===== src/rtl/i2c_eeprom_rdseq.sv =====
module i2c_eeprom_rdseq #(
  parameter int DIVW = 8
) (
  input  logic            clk,
  input  logic            rst_n,
  input  logic            start,
  input  logic            rd_mode,
  input  logic [1:0]      chip_sel,
  input  logic            blk_sel,
  input  logic [15:0]     mem_addr,
  input  logic [6:0]      wr_dev,
  input  logic [7:0]      wr_data,
  input  logic [DIVW-1:0] qtr_div,
  input  logic            sda_i,
  output logic            scl_o,
  output logic            sda_oe,
  output logic            busy,
  output logic            done,
  output logic            ack_err,
  output logic [7:0]      rd_data
);

  typedef enum logic [1:0] {T_STA, T_TX, T_RX, T_STO} tok_t;

  logic            mode_r, blk_r, nack_r;
  logic [1:0]      chip_r, q;
  logic [15:0]     addr_r;
  logic [6:0]      dev_r;
  logic [7:0]      wdat_r, sh, tx_byte;
  logic [DIVW-1:0] div_r, dcnt;
  logic [2:0]      step, stop_step;
  logic [3:0]      bitn;
  tok_t            tok;
  logic            tick;

  assign tick      = busy && (dcnt == div_r);
  assign stop_step = mode_r ? 3'd7 : 3'd4;

  always_comb begin
    tok     = T_STO;
    tx_byte = 8'h00;
    if (mode_r) begin
      case (step)
        3'd0, 3'd4: tok = T_STA;
        3'd1: begin tok = T_TX; tx_byte = {4'b1010, blk_r, chip_r, 1'b0}; end
        3'd2: begin tok = T_TX; tx_byte = addr_r[15:8]; end
        3'd3: begin tok = T_TX; tx_byte = addr_r[7:0]; end
        3'd5: begin tok = T_TX; tx_byte = {4'b1010, blk_r, chip_r, 1'b1}; end
        3'd6: tok = T_RX;
        default: tok = T_STO;
      endcase
    end else begin
      case (step)
        3'd0: tok = T_STA;
        3'd1: begin tok = T_TX; tx_byte = {dev_r, 1'b0}; end
        3'd2: begin tok = T_TX; tx_byte = 8'h00; end
        3'd3: begin tok = T_TX; tx_byte = wdat_r; end
        default: tok = T_STO;
      endcase
    end
  end

  always_comb begin
    scl_o  = 1'b1;
    sda_oe = 1'b0;
    if (busy) begin
      case (tok)
        T_STA: begin scl_o = q[0] ^ q[1]; sda_oe = q[1]; end
        T_TX:  begin scl_o = q[0] ^ q[1]; sda_oe = (bitn != 4'd8) && !tx_byte[3'd7 - bitn[2:0]]; end
        T_RX:  begin scl_o = q[0] ^ q[1]; sda_oe = 1'b0; end
        default: begin scl_o = (q != 2'd0); sda_oe = !q[1]; end
      endcase
    end
  end

  always_ff @(posedge clk or negedge rst_n) begin
    if (!rst_n) begin
      busy <= 1'b0; done <= 1'b0; ack_err <= 1'b0; rd_data <= 8'h00;
      mode_r <= 1'b0; blk_r <= 1'b0; chip_r <= 2'd0; addr_r <= 16'h0;
      dev_r <= 7'h0; wdat_r <= 8'h0; div_r <= '0; dcnt <= '0;
      q <= 2'd0; step <= 3'd0; bitn <= 4'd0; sh <= 8'h0; nack_r <= 1'b0;
    end else begin
      done <= 1'b0;
      if (!busy) begin
        if (start) begin
          busy <= 1'b1; ack_err <= 1'b0;
          mode_r <= rd_mode; blk_r <= blk_sel; chip_r <= chip_sel;
          addr_r <= mem_addr; dev_r <= wr_dev; wdat_r <= wr_data;
          div_r <= qtr_div; dcnt <= '0; q <= 2'd0; step <= 3'd0; bitn <= 4'd0;
        end
      end else begin
        dcnt <= tick ? '0 : dcnt + 1'b1;
        if (tick) begin
          q <= q + 2'd1;
          if (q == 2'd1) begin
            nack_r <= sda_i;
            if (tok == T_RX && bitn != 4'd8) sh <= {sh[6:0], sda_i};
          end
          if (q == 2'd3) begin
            case (tok)
              T_STA: step <= step + 3'd1;
              T_TX: begin
                if (bitn == 4'd8) begin
                  bitn <= 4'd0;
                  if (nack_r) begin
                    ack_err <= 1'b1;
                    step    <= stop_step;
                  end else step <= step + 3'd1;
                end else bitn <= bitn + 4'd1;
              end
              T_RX: begin
                if (bitn == 4'd8) begin
                  bitn <= 4'd0; rd_data <= sh; step <= step + 3'd1;
                end else bitn <= bitn + 4'd1;
              end
              default: begin busy <= 1'b0; done <= 1'b1; end
            endcase
          end
        end
      end
    end
  end

  p_idle_lines_r1: assert property (@(posedge clk) disable iff (!rst_n)
    !busy |-> (scl_o && !sda_oe));

  p_quarter_bound_r2: assert property (@(posedge clk) disable iff (!rst_n)
    busy |-> (dcnt <= div_r));

  p_sda_hold_r3: assert property (@(posedge clk) disable iff (!rst_n)
    (busy && $past(busy) && scl_o && $past(scl_o) && (sda_oe != $past(sda_oe)))
      |-> ((tok == T_STA && sda_oe) || (tok == T_STO && !sda_oe)));

  p_nack_stop_r9: assert property (@(posedge clk) disable iff (!rst_n)
    $rose(ack_err) |-> (busy && tok == T_STO));

  p_done_pulse_r10: assert property (@(posedge clk) disable iff (!rst_n)
    done |-> (!busy && $past(busy) && $past(tok == T_STO)));

  p_strobe_ignored_r10: assert property (@(posedge clk) disable iff (!rst_n)
    (busy && start) |=> ($stable(addr_r) && $stable(mode_r)));

endmodule


===== config.mk =====
export PLATFORM = sky130hd
export DESIGN_NAME = i2c_eeprom_rdseq
export DESIGN_NICKNAME = d
export VERILOG_FILES = /design/src/rtl/i2c_eeprom_rdseq.sv
export SDC_FILE = /design/constraint.sdc
export NUM_CORES = 1
export LEC_CHECK = 0
export BUFFER_PORTS_ARGS = -buffer_cell sky130_fd_sc_hd__buf_2
export CAP_MARGIN = 20
export CORE_MARGIN = 3
export CORE_UTILIZATION = 45
export DETAILED_ROUTE_END_ITERATION = 16
export PLACE_DENSITY = 0.65
export SYNTH_ARGS = -nofsm -noshare
export SYNTH_HDL_FRONTEND = slang
export SYNTH_SLANG_ARGS = --single-unit
export TNS_END_PERCENT = 100

===== constraint.sdc =====
create_clock -name clk -period 4.25 [get_ports clk]
set_input_delay 1.0625 -clock clk [delete_from_list [all_inputs] [get_ports clk]]
set_output_delay 1.0625 -clock clk [all_outputs]
set_load 0.03 [all_outputs]

==> impl_metrics.json <==
{
  "status": "finished clean",
  "worstMarginPinSlew_ps": 983.3,
  "n_antenna_cell": 0,
  "cts_buffers": 9,
  "gp_congestion": 0.8046,
  "postCtsHoldBufs": 0,
  "syn_area_um2": 4008,
  "leakage_nw": 2.185,
  "critPathLaunchType": "flip-flop",
  "grt_pass1_vias": 2921,
  "area_growth_pct": 15.61,
  "initial_core_util_pct": 47.58,
  "clkTransAtPathRegs_ps": 80,
  "grt_usage_pct": 17.57,
  "vias": 2864,
  "die_area_um2": 10070,
  "critPathMaxFanout": 7,
  "die_y_um": 100.4,
  "remaining_drc_errors": 0,
  "final_core_util_pct": 55.01,
  "wl_um": 8291,
  "worst_hold_path_type": "reg2reg",
  "synth.distinct_cells": 49,
  "setup_viol": 0,
  "post_drt_via_cell_ratio": 5.583,
  "setup-tns-final_ps": 0,
  "worst_slack_ps": 277.6,
  "worstSkewPairLatency_ps": 350,
  "cts.sinks": 80,
  "drtPass1Iterations": 6,
  "crit_required_ps": 3190,
  "syn_inst": 345,
  "dieWidth_um": 100.4,
  "port-buffer-count": 59,
  "arrival_ps": 2910,
  "cap_viol_max_count": 0,
  "yosysSeqAreaShare_pct": 49.95,
  "root_buffer": "clkbuf_8",
  "post-place-ws_ps": 409.1,
  "synth-main-ff-cell": "dfrtp_1",
  "worstPathCellList": "ha_1 -> ha_1 -> nor2_1 -> o21ai_0 -> o21ai_0 -> nand2_1 -> o21a_1 -> ha_1 -> a21oi_2 -> o31ai_1 -> o41ai_1 -> a221oi_1 -> buf_2",
  "routedWlPerCell_um": 16.16,
  "nets": 467,
  "drt_iter0_markers": 122,
  "ys_warn_count": 0,
  "clockBufferDepth": 2,
  "period_share_pct": 93.47,
  "slew_viol_final": 0,
  "async_flop_share_pct": 100.0,
  "slew_headroom_pct": 34.45,
  "postRouteAntennaNets": 0,
  "hold_ws_ps": 482.2,
  "h-tree-depth": 3,
  "hpwl_um": 5930,
  "final_cell_mix": "dfrtp_1 (78), buf_2 (58), mux2_2 (50)",
  "synth_edf_count": 0,
  "avgSynthCellArea_um2": 11.62,
  "drive_gt1_share_pct": 34.80,
  "critPathMostFrequentCell": "ha_1",
  "crit_type": "reg2out",
  "critPathSlowestCell": "dfrtp_1",
  "fmax_mhz": 251.7,
  "hold_viol": 0,
  "ir_worst_vdd_mv": 0.2202,
  "ioPinCount": 60,
  "rows": 33,
  "grt_max_degree": 81,
  "ys_ff_latch": 80,
  "antenna_found_initial": 0,
  "coreArea_um2": 8423,
  "cts_tree": "yes",
  "slowest_delay_ps": 450,
  "grt_pass1_wl_um": 14110,
  "cp-end-kind": "output pin",
  "grt-ovfl-total": 0,
  "skew_ps": 10.43,
  "layout_commonest_cell": "dfrtp_1",
  "synth_fp_nets": 408,
  "powerDensity_nw_per_um2": 549.5,
  "fin_crit_ps": 3972
}
per-layer routing:
| layer | share of wire, % | vias to the layer above | track usage [%] |
|---|---|---|---|
| li1 | - | 1358 | - |
| met1 | 43 | 1434 | 23.71 |
| met2 | 51 | 67 | 28.64 |
| met3 | 5.2 | 5 | 4.448 |
| met5 | 0 | - | 0 |
| met4 | 0.70 | 0 | 4.041 |
sequential cells by signal, summed over array words and instances, names as in the netlist:
register,cells
div_r,8
ack_err,1
sh,8
wdat_r,8
busy,1
bitn,4
q,2
rd_data,8
dcnt,8
mode_r,1
done,1
step,3
blk_r,1
dev_r,7
nack_r,1
chip_r,2
addr_r,16
worst paths after layout:
check,from,end,slack (ps),cells past startpoint
worst max register to register,step[1],step[2],1420,13
worst max-delay path,step[1],sda_oe,280,13
max in group asynchronous,rst_n,step[0],2700,1
worst min-delay path,rd_data[1],rd_data[1],480,1
worst min register to register,rd_data[1],rd_data[1],480,1
min in group asynchronous,rst_n,wdat_r[2],870,1
cell type report:
type | count | area, um^2
repair buffers | 64 | 335.3
inverters | 12 | 45.04
multi-input cells | 237 | 1901
fillers | 766 | 3790
clock buffers | 9 | 123.9
clock inverters | 6 | 92.59
flip-flops and latches | 80 | 2004
well taps | 105 | 131.4
cells in the mapped netlist (all sizes together) (2+ instances only):
cell type / number / share of area (%)
and3: 6 / 0.94
o211ai: 4 / 0.75
nor2: 13 / 1.6
inv: 12 / 1.1
mux2: 62 / 17
buf: 11 / 1.6
o31ai: 4 / 0.75
a2111oi: 2 / 0.44
nor2b: 5 / 0.97
a31oi: 2 / 0.31
o41ai: 2 / 0.44
nand2: 30 / 2.9
a22oi: 2 / 0.37
a221oi: 5 / 1.1
nand3: 5 / 0.62
a211o: 2 / 0.44
dfrtp: 80 / 50
clkbuf: 5 / 0.47
nor3: 4 / 1.1
and2: 2 / 0.31
xnor2: 9 / 2.0
nand2b: 2 / 0.31
a221o: 2 / 0.50
o21ai: 26 / 3.2
ha: 16 / 5.0
nand4: 6 / 1.2
a21oi: 13 / 1.6
repair_timing:
action	CTS	global route
endpoints found under the setup margin	1	1
gates resized for setup	1	4
pin swaps	0	1
setup buffers	0	1
worst max-delay path: cells and delay by family, from the launching register on:
| family | cells | cell delay, ps |
|---|---|---|
| buffers and inverters | 1 | 200 |
| AO/OA/AOI/OAI | 7 | 1060 |
| flip-flops | 1 | 450 |
| adder cells (fa/ha/maj) | 3 | 690 |
| AND/OR/NAND/NOR | 2 | 160 |
cells by family after synthesis:
kind of cell               share of synthesized area [%]
buffers and inverters                              3.215
muxes                                              17.42
and+or+nand+nor                                    10.83
adders and majority gates                          4.995
AOI/OAI and AO/OA                                  11.40
DFF                                                49.95
xor gates and xnor gates                           2.186
where the power goes:
group | leakage (nW) | switching, W | internal [W]
logic | 1.08 | 0.000447 | 0.000375
clock network | 0.102 | 0.000284 | 0.000332
registers | 1.00 | 0.000177 | 0.000931
total | 2.18 | 0.000908 | 0.00164
per-stage QoR:
stage,cell area [um^2],total power [W],instances
2_1_floorplan,4008,0.001697,345
5_1_grt,4633,0.002726,513
3_5_place_dp,4390,0.001927,497
3_3_place_gp,4390,0.001896,497
4_1_cts,4609,0.002555,512
6_report,4633,0.002546,513
(Power assumes the default switching activity.)
